[config.mk]
export PLATFORM = sky130hd
export DESIGN_NAME = rx_frame_filter
export DESIGN_NICKNAME = d
export VERILOG_FILES = /design/src/rtl/rxf_pkg.sv /design/src/rtl/rxf_maxlen_reg.sv /design/src/rtl/rxf_len_counter.sv /design/src/rtl/rxf_addr_match.sv /design/src/rtl/rx_frame_filter.sv
export SDC_FILE = /design/constraint.sdc
export NUM_CORES = 1
export LEC_CHECK = 0
export BUFFER_PORTS_ARGS = -buffer_cell sky130_fd_sc_hd__buf_2
export CELL_PAD_IN_SITES_DETAIL_PLACEMENT = 1
export CELL_PAD_IN_SITES_GLOBAL_PLACEMENT = 1
export CORE_MARGIN = 10
export CORE_UTILIZATION = 41
export CTS_BUF_LIST = sky130_fd_sc_hd__clkbuf_8
export DETAILED_ROUTE_END_ITERATION = 10
export PLACE_DENSITY_LB_ADDON = 0.1
export SETUP_SLACK_MARGIN = 0.15
export SLEW_MARGIN = 30
export SYNTH_ARGS = -nofsm -noshare
export SYNTH_HDL_FRONTEND = slang
export SYNTH_SLANG_ARGS = --single-unit
[constraint.sdc]
create_clock -name clk -period 6.2 [get_ports clk]
set_input_delay 0.62 -clock clk [delete_from_list [all_inputs] [get_ports clk]]
set_output_delay 0.62 -clock clk [all_outputs]
set_load 0.01 [all_outputs]
[src/rtl/rxf_pkg.sv]
package rxf_pkg;

  typedef struct packed {
    logic accept;
    logic miss;
  } rxf_verdict_t;

  // Per-frame accept/miss decision from the collected frame facts.
  function automatic rxf_verdict_t rxf_decide(
    input logic blocked,
    input logic too_short,
    input logic is_bcast,
    input logic addr_hit,
    input logic bc_rej,
    input logic promisc
  );
    rxf_verdict_t v;
    v = '0;
    if (blocked || too_short) begin
      v = '0;
    end else if (is_bcast) begin
      v.accept = promisc | ~bc_rej;
      v.miss   = promisc & bc_rej;
    end else if (addr_hit) begin
      v.accept = 1'b1;
    end else if (promisc) begin
      v.accept = 1'b1;
      v.miss   = 1'b1;
    end
    return v;
  endfunction

endpackage

[src/rtl/rxf_maxlen_reg.sv]
module rxf_maxlen_reg #(
  parameter int LEN_W     = 11,
  parameter int RESET_LEN = 1518
) (
  input  logic             clk,
  input  logic             rst_n,
  input  logic             we,
  input  logic [LEN_W-1:0] wdata,
  output logic [LEN_W-1:0] q
);
  localparam logic [LEN_W-1:0] RST_V = LEN_W'(RESET_LEN);

  always_ff @(posedge clk or negedge rst_n) begin
    if (!rst_n)  q <= RST_V;
    else if (we) q <= wdata;
  end
endmodule

[src/rtl/rxf_len_counter.sv]
module rxf_len_counter #(
  parameter int LEN_W = 11
) (
  input  logic             clk,
  input  logic             rst_n,
  input  logic             clear,
  input  logic             take,
  input  logic             first,
  input  logic [LEN_W-1:0] max_len,
  output logic [LEN_W-1:0] byte_idx,
  output logic [LEN_W-1:0] cnt_next,
  output logic             long_next,
  output logic [LEN_W-1:0] cnt_q
);
  localparam logic [LEN_W-1:0] CAP = {LEN_W{1'b1}};

  logic ovf_q, ovf_next;

  // Saturating increment: holds at CAP once reached.
  function automatic logic [LEN_W-1:0] sat_inc(input logic [LEN_W-1:0] v);
    return (v == CAP) ? CAP : v + 1'b1;
  endfunction

  always_comb begin
    byte_idx  = first ? '0 : cnt_q;
    cnt_next  = sat_inc(byte_idx);
    ovf_next  = (first ? 1'b0 : ovf_q) | (byte_idx == CAP);
    long_next = ovf_next | (cnt_next > max_len);
  end

  always_ff @(posedge clk or negedge rst_n) begin
    if (!rst_n) begin
      cnt_q <= '0;
      ovf_q <= 1'b0;
    end else if (clear) begin
      cnt_q <= '0;
      ovf_q <= 1'b0;
    end else if (take) begin
      cnt_q <= cnt_next;
      ovf_q <= ovf_next;
    end
  end
endmodule

[src/rtl/rxf_addr_match.sv]
module rxf_addr_match #(
  parameter int ADDR_BYTES = 6,
  parameter int IDX_W      = 3
) (
  input  logic                    clk,
  input  logic                    rst_n,
  input  logic                    take,
  input  logic                    first,
  input  logic                    in_da,
  input  logic [IDX_W-1:0]        lane,
  input  logic [7:0]              data,
  input  logic [8*ADDR_BYTES-1:0] station,
  output logic                    hit_next,
  output logic                    bcast_next
);
  localparam int LANES = 1 << IDX_W;

  logic [LANES-1:0] lane_eq;
  logic hit_q, bcast_q, cur_eq, cur_ff;

  // One comparator per address byte; unused lanes compare true.
  for (genvar i = 0; i < LANES; i++) begin : g_lane
    if (i < ADDR_BYTES) begin : g_used
      assign lane_eq[i] = (data == station[8*(ADDR_BYTES-1-i) +: 8]);
    end else begin : g_pad
      assign lane_eq[i] = 1'b1;
    end
  end

  always_comb begin
    cur_eq     = ~in_da | lane_eq[lane];
    cur_ff     = ~in_da | (data == 8'hFF);
    hit_next   = (first ? 1'b1 : hit_q) & cur_eq;
    bcast_next = (first ? 1'b1 : bcast_q) & cur_ff;
  end

  always_ff @(posedge clk or negedge rst_n) begin
    if (!rst_n) begin
      hit_q   <= 1'b0;
      bcast_q <= 1'b0;
    end else if (take) begin
      hit_q   <= hit_next;
      bcast_q <= bcast_next;
    end
  end
endmodule

[src/rtl/rx_frame_filter.sv]
module rx_frame_filter
  import rxf_pkg::*;
#(
  parameter int LEN_W      = 11,
  parameter int ADDR_BYTES = 6,
  parameter int RESET_LEN  = 1518
) (
  input  logic                    clk,
  input  logic                    rst_n,
  input  logic                    enable,
  input  logic                    max_len_we,
  input  logic [LEN_W-1:0]        max_len_wdata,
  input  logic [8*ADDR_BYTES-1:0] cfg_station_addr,
  input  logic                    cfg_bcast_reject,
  input  logic                    cfg_promisc,
  input  logic                    cfg_rx_off_on_tx,
  input  logic                    cfg_loopback,
  input  logic                    tx_busy,
  input  logic                    rx_valid,
  input  logic [7:0]              rx_data,
  input  logic                    rx_last,
  output logic                    stat_valid,
  output logic                    stat_accept,
  output logic                    stat_miss,
  output logic                    stat_long,
  output logic                    babble_irq,
  output logic                    cfg_error
);
  localparam int IDX_W = (ADDR_BYTES > 1) ? $clog2(ADDR_BYTES) : 1;
  localparam logic [LEN_W-1:0] DA_LEN = LEN_W'(ADDR_BYTES);

  // Named internal events, visible to the bound checker.
  logic             evt_take, evt_first, evt_end;
  logic             in_frame_q, blk_q, blk_next;
  logic [LEN_W-1:0] max_len, byte_idx, cnt_next, cnt_q;
  logic             long_next, in_da, hit_next, bcast_next, too_short;
  rxf_verdict_t     verdict;

  assign evt_take  = enable & rx_valid;
  assign evt_first = evt_take & ~in_frame_q;
  assign evt_end   = evt_take & rx_last;
  assign blk_next  = evt_first ? (cfg_rx_off_on_tx & tx_busy) : blk_q;
  assign in_da     = byte_idx < DA_LEN;
  assign too_short = cnt_next < DA_LEN;
  assign cfg_error = cfg_loopback & cfg_rx_off_on_tx;

  rxf_maxlen_reg #(.LEN_W(LEN_W), .RESET_LEN(RESET_LEN)) u_maxlen (
    .clk(clk), .rst_n(rst_n), .we(max_len_we), .wdata(max_len_wdata), .q(max_len)
  );

  rxf_len_counter #(.LEN_W(LEN_W)) u_len (
    .clk(clk), .rst_n(rst_n), .clear(~enable), .take(evt_take), .first(evt_first),
    .max_len(max_len), .byte_idx(byte_idx), .cnt_next(cnt_next),
    .long_next(long_next), .cnt_q(cnt_q)
  );

  rxf_addr_match #(.ADDR_BYTES(ADDR_BYTES), .IDX_W(IDX_W)) u_addr (
    .clk(clk), .rst_n(rst_n), .take(evt_take), .first(evt_first), .in_da(in_da),
    .lane(byte_idx[IDX_W-1:0]), .data(rx_data), .station(cfg_station_addr),
    .hit_next(hit_next), .bcast_next(bcast_next)
  );

  assign verdict = rxf_decide(blk_next, too_short, bcast_next, hit_next,
                              cfg_bcast_reject, cfg_promisc);

  always_ff @(posedge clk or negedge rst_n) begin
    if (!rst_n) begin
      in_frame_q <= 1'b0;
      blk_q      <= 1'b0;
    end else if (!enable) begin
      in_frame_q <= 1'b0;
      blk_q      <= 1'b0;
    end else if (evt_take) begin
      in_frame_q <= ~rx_last;
      blk_q      <= blk_next;
    end
  end

  always_ff @(posedge clk or negedge rst_n) begin
    if (!rst_n) begin
      stat_valid  <= 1'b0;
      stat_accept <= 1'b0;
      stat_miss   <= 1'b0;
      stat_long   <= 1'b0;
      babble_irq  <= 1'b0;
    end else begin
      stat_valid  <= evt_end;
      stat_accept <= evt_end & verdict.accept;
      stat_miss   <= evt_end & verdict.miss;
      stat_long   <= evt_end & long_next & ~blk_next;
      babble_irq  <= evt_end & long_next & ~blk_next;
    end
  end
endmodule

==> flow_summary_export.csv, run 1 <==
group,metric,value,unit
run_status,status,"complete, no violations",
finish,syn2layout_area_growth,19.49,%
floorplan,ios,84,
yosys,avgSynthCellArea,8.545,um2
yosys,synth_seq_area_share,31.38,%
finish,fin_nets,450,
finish,post-route-util,50.53,%
critical_path,critPathMaxFanout,13,
timing,fin_crit_sh,48.51,%
global_routing,grt_use_met3,5.144,%
timing,relSlewSlack,52.22,%
place,place_hpwl,6412,um
finish,diodes,0,
timing,setup_viol,0,
place,place_area,2888,um2
clocking,ctsHtreeMaxLevel,2,
drt,num_vias,2359,
drt,wl_per_cell,18.09,um
floorplan,die_x,98.15,um
yosys,synthCells,293,
yosys,yosys_warnings,0,
clocking,clk_path_buf_depth,2,
finish,final_area,2992,um2
drt,viasPerCell,5.398,
yosys,async_flop_share,100.0,%
timing,hold_viol,0,
critical_path,critPathCaptureType,"flop",
yosys,yosysTopAreaCell,"dfrtp_1",
clocking,post_cts_buffers,0,
global_routing,antenna_found_initial,0,
drt,antenna_left,0,
drt,drtPass1Iterations,4,
clocking,clkTransAtPathRegs,70,ps
timing,max_freq,332.5,MHz
drt,drt_iter0_drc,133,
floorplan,rows,28,
clocking,cts_resized,0,
global_routing,use_met2,27.77,%
yosys,synth-edff-count,0,
min_path,hold_class,"in -> async",
global_routing,grt_pass1_wl,12990,um
finish,final_cells,437,
yosys,syn_area,2504,um2
flow_run,drv_cap,0,
timing,worst_slew_pin_slew,716.8,ps
floorplan,core_area,5921,um2
clocking,clk_latency,290,ps
yosys,synth_area_leaders,"dfrtp_1 (23%), xor2_1 (11%), dfstp_2 (8.4%)",
clocking,cts_tree,"built",
critical_path,critical_path.startpoint_type,"flop",
clocking,clock_sinks,31,
place,gp_congestion,0.8192,
finish,drive_gt1_share,29.83,%
timing,min_period,3007,ps
floorplan,die_y,98.15,um
timing,finalSetupTns,0,ps
critical_path,crit_type,"reg -> reg",
place,place.port_buffers,83,
floorplan,start_util,42.29,%
timing,slew_violations,0,
timing,grt_setup_unrepaired,"no",
critical_path,cp.arrival,3170,ps
global_routing,overflow,0,
clocking,cts_hold_buf,0,
critical_path,required,6360,ps
finish,fill_cells,755,
yosys,synthDominantCellAreaShare,22.99,%
floorplan,dieArea,9632,um2
clocking,cts_buffers,5,
global_routing,grt_pass1_vias,2645,
global_routing,top_usage_layer,"met2",
global_routing,grt_use_met1,19.55,%
yosys,synth_nets,382,
clocking,clk_root_buffer_cell,"clkbuf_8",
finish,final_cell_mix,"buf_2 (83), xor2_1 (32), o21ai_0 (23), dfrtp_1 (23)",
pwr,power-per-cell-area,177.9,nW/um2
place,place_inst,429,
finish,final_common_cell,"buf_2",
global_routing,grt_start_max_net_pins,32,
drt,drc,0,
yosys,synth_cell_types,50,
global_routing,grt.total_usage,16.31,%
yosys,ys.flop_type,"dfrtp_1",
pwr,vdd_ir_drop_max,0.1021,mV
yosys,synth-seq-cells,31,
timing,skew,6.996,ps
pwr,cellLeakagePower,0.001487,uW
drt,routed_wl,7905,um
critical path, stage by stage, from the launching register on:
cell,delay (ps)
dfrtp_1,620
and4_4,340
and3_1,330
nand3_1,300
o21ai_0,170
ha_1,280
nor2b_1,140
o21a_1,160
o21ai_0,180
a21oi_1,100
o21ai_0,160
a311oi_1,100
sequential cells by signal, summed over array words and instances, names as in the netlist:
name / count
u_maxlen.q: 11
babble_irq: 1
stat_valid: 1
stat_accept: 1
u_addr.hit_q: 1
in_frame_q: 1
blk_q: 1
u_addr.bcast_q: 1
u_len.ovf_q: 1
stat_miss: 1
u_len.cnt_q: 11
final timing paths:
| check | slack, ps | startpoint | endpoint | cells after the start |
|---|---|---|---|---|
| min reg2reg | 510 | u_maxlen.q[8] | u_maxlen.q[8] | 2 |
| max reg2reg | 3190 | u_len.cnt_q[0] | babble_irq | 11 |
| min | 380 | rst_n | u_maxlen.q[9] | 1 |
| max in group asynchronous | 5360 | rst_n | u_len.cnt_q[1] | 1 |
| min in group clk | 510 | u_maxlen.q[8] | u_maxlen.q[8] | 2 |
| max | 3190 | u_len.cnt_q[0] | babble_irq | 11 |
logic make-up (layout without fill, tap and decap cells):
group,after synthesis,count (layout),synth area share [%]
compound gates,62,62,15.09
simple gates,92,92,19.54
xor+xnor,51,51,17.84
buf+inv,38,107,7.396
fa+ha+maj,11,11,5.497
flops,31,31,31.38
mux,8,8,3.248
metrics by stage:
step,power (uW),hold WS [ps],setup slack [ps]
4_1_cts,539.5,396.6,3224
3_5_place_dp,350.4,489.6,2936
2_1_floorplan,302.3,324.4,3745
3_3_place_gp,344.2,465.9,3085
5_1_grt,565.7,431.8,2870
6_report,532.2,375.2,3193
synth_stat cells, drive strengths merged, types with 2 or more instances:
library cell,instances
a211oi,2
a21o,4
a21oi,16
a31oi,4
and3,4
and3b,2
buf,15
clkbuf,7
dfrtp,23
dfstp,8
ha,11
inv,16
mux2i,7
nand2,20
nand3,7
nand4,11
nor2,21
nor2b,2
nor3,6
nor4,8
o211a,2
o21ai,25
or2,4
xnor2,19
xor2,32
metal layers:
metal	wire [um]	vias to the layer above
met4	106	0
met1	3443	1138
met2	3933	58
met3	423	11
li1	-	1152
met5	0	-
power by group:
part           leakage, uW  switching [uW]  internal [uW]
clock            0.0000505            84.1            101
combinational      0.00104            66.1           55.5
sequential        0.000392            8.70            217
final cells by class:
cell class	count	area (um2)	area share, %
Clock inverter	1	7.507	0.2509
Sequential cell	31	785.8	26.27
Clock buffer	7	96.34	3.220
Multi-Input combinational cell	224	1533	51.23
Tap cell	75	93.84	3.137
Timing Repair Buffer	83	415.4	13.89
Inverter	16	60.06	2.008
Note: power is estimated with default switching activity, not from simulation.
==> run 2: changes to the inputs <==
Settings changed: ABC_AREA set to 1, CORE_UTILIZATION 41 to 37.
Clock period 6.2 ns to 2.9 ns, I/O delays scaled along.
==> run 2 against run 1 <==
  * Die area grew 15%
  * Total power grew 110%
  * Global-route usage shrank 0.82 points
  * Maximum frequency grew 21%
  * Synthesized area grew 7.6%
  * First-iteration DRC count shrank 50%
  * Clock power grew 90%
  * Critical path type unchanged
  * Critical endpoint unchanged
==> flow_summary_export.csv, run 2 <==
group,metric,value,unit
floorplan,start_util,37.54,%
yosys,yosysTopAreaCell,"dfrtp_1",
timing,skew,13.29,ps
finish,drive_gt1_share,28.91,%
yosys,synth_cell_types,34,
timing,relSlewSlack,51.76,%
timing,hold_viol,0,
pwr,vdd_ir_drop_max,0.2040,mV
run_status,status,"complete, no violations",
clocking,ctsHtreeMaxLevel,2,
place,place_hpwl,7024,um
drt,drc,0,
clocking,clk_path_buf_depth,2,
critical_path,crit_start,"in_frame_q",
drt,drtPass1Iterations,4,
timing,grt_setup_unrepaired,"no",
timing,fin_crit_sh,85.85,%
drt,num_vias,2700,
floorplan,rows,31,
timing,setup_slack,410.4,ps
critical_path,required,3070,ps
critical_path,critPathCaptureType,"flop",
flow_run,drv_cap,0,
pwr,power-per-cell-area,330.1,nW/um2
global_routing,grt_pass1_vias,2879,
timing,finalSetupTns,0,ps
drt,routed_wl,8553,um
timing,min_period,2490,ps
min_path,hold_class,"in -> async",
pwr,cellLeakagePower,0.001731,uW
yosys,synth_area_leaders,"dfrtp_1 (21%), nand2_1 (14%), xnor2_1 (10%)",
yosys,yosys_warnings,0,
clocking,clk_latency,290,ps
drt,viasPerCell,4.770,
finish,syn2layout_area_growth,22.71,%
global_routing,grt.total_usage,15.49,%
place,place.port_buffers,83,
global_routing,overflow,0,
drt,wl_per_cell,15.11,um
finish,largestRegisters,"u_len.cnt_q x11, u_maxlen.q x11",
timing,worst_slew_pin_slew,723.6,ps
finish,diodes,0,
clocking,clk_root_buffer_cell,"clkbuf_8",
clocking,clkTransAtPathRegs,60,ps
drt,drt_iter0_drc,67,
yosys,syn_area,2694,um2
yosys,synth-seq-cells,31,
yosys,synth_nets,473,
global_routing,grt_pass1_wl,14260,um
place,pre_cts_ws,233.2,ps
critical_path,crit_type,"reg -> reg",
yosys,avgSynthCellArea,7.015,um2
yosys,synthDominantCellAreaShare,21.37,%
clocking,clock_sinks,31,
yosys,yosysMostFrequentCell,"nand2_1",
floorplan,core_area,7176,um2
drt,antenna_left,0,
timing,slew_violations,0,
finish,fin_nets,555,
critical_path,r2r-start,"in_frame_q",
critical_path,cp.arrival,2660,ps
yosys,yosys-top-cells-count,"nand2_1 (104), inv_1 (43), nor2_1 (34), xnor2_1 (32)",
finish,final_cell_mix,"nand2_1 (104), buf_2 (83), inv_1 (44)",
critical_path,critical_path.startpoint_type,"flop",
finish,final_common_cell,"nand2_1",
floorplan,ios,84,
global_routing,grt_start_max_net_pins,32,
yosys,async_flop_share,100.0,%
critical_path,critPathMaxFanout,12,
yosys,ys.flop_type,"dfrtp_1",
yosys,synthCells,384,
place,gp_congestion,0.9009,
timing,setup_viol,0,
global_routing,antenna_found_initial,0,
floorplan,dieArea,11090,um2
yosys,synth_seq_area_share,29.17,%
yosys,synth-edff-count,0,
clocking,cts_hold_buf,0,
timing,max_freq,401.7,MHz
clocking,cts_buffers,5,
floorplan,die_y,105.3,um
clocking,cts_tree,"built",
floorplan,die_x,105.3,um
run 2: cell count changes in the layout (fill, tap and decap cells not counted), moves of 8 or more:
cell,before,now
a21oi_1,16,8
inv_1,16,44
nand2_1,20,104
nand3_1,7,23
nor2_1,20,31
xnor2_1,19,32
xor2_1,32,13
run 2: power breakdown:
part / switching [uW] / total (uW) / internal, uW
logic: 152 / 271 / 119
registers: 8.49 / 468 / 460
clock network: 164 / 352 / 188
run 2: cells by family (layout without fill, tap and decap cells):
group / after synthesis / after routing / synth area share (%)
xor gates and xnor gates: 45 / 45 / 14.63
AOI/OAI and AO/OA: 39 / 39 / 7.943
and+or+nand+nor: 196 / 196 / 33.16
DFF: 31 / 31 / 29.17
muxes: 1 / 1 / 0.4180
buffers and inverters: 61 / 144 / 9.568
adders and majority gates: 11 / 11 / 5.109
run 2: area by class of cell:
cell class / instances / area, um2
inverter: 48 / 180.2
clock buffer: 6 / 82.58
clock inverter: 2 / 8.758
timing repair buffer: 88 / 452.9
multi-input combinational: 292 / 1672
fill: 996 / 3870
tap: 99 / 123.9
sequential: 31 / 785.8
run 2: path summary, 6_finish.rpt:
path                             endpoint  slack, ps  cells past startpoint
max                            babble_irq        410                     15
min                        u_addr.bcast_q         50                      1
max reg2reg                    babble_irq        410                     15
min reg2reg                u_maxlen.q[10]        500                      2
max in group asynchronous  u_len.cnt_q[3]       2370                      1
min in group clk            u_maxlen.q[4]        210                      3
run 2: metrics by stage:
stage          power, uW  hold slack [ps]  cells  area (um2)  util, %
6_report            1091            52.70    566        3306    46.07
5_1_grt             1168            113.6    566        3306    46.07
4_1_cts             1104            75.51    562        3254    45.35
3_5_place_dp       743.8            391.8    554        3163    44.08
3_3_place_gp       733.7            385.9    554        3163    44.08
2_1_floorplan      639.7           -5.591    384        2694        -
run 2: what timing repair did:
item | in CTS | in global routing
buffers inserted | 0 | 4
gates resized for setup | 0 | 5
endpoints found under the setup margin | 0 | 1
run 2: worst max-delay path: stages (launching register included):
cell and delay [ps]:
dfrtp_1 400, inv_2 90, nand3_4 160, buf_4 190, nand2_2 90, nor2_1 60, nand4_2 110, nor2_2 60
nor2_2 140, inv_1 70, ha_1 310, a21oi_1 140, o21ai_0 80, a221o_1 340, nand2_1 60, a21oi_1 60
run 2: routing by layer:
layer	wire length [um]	track usage, %
met1	3927	19.64
met2	4119	26.67
met3	427	2.923
met4	79	3.137
met5	0	0
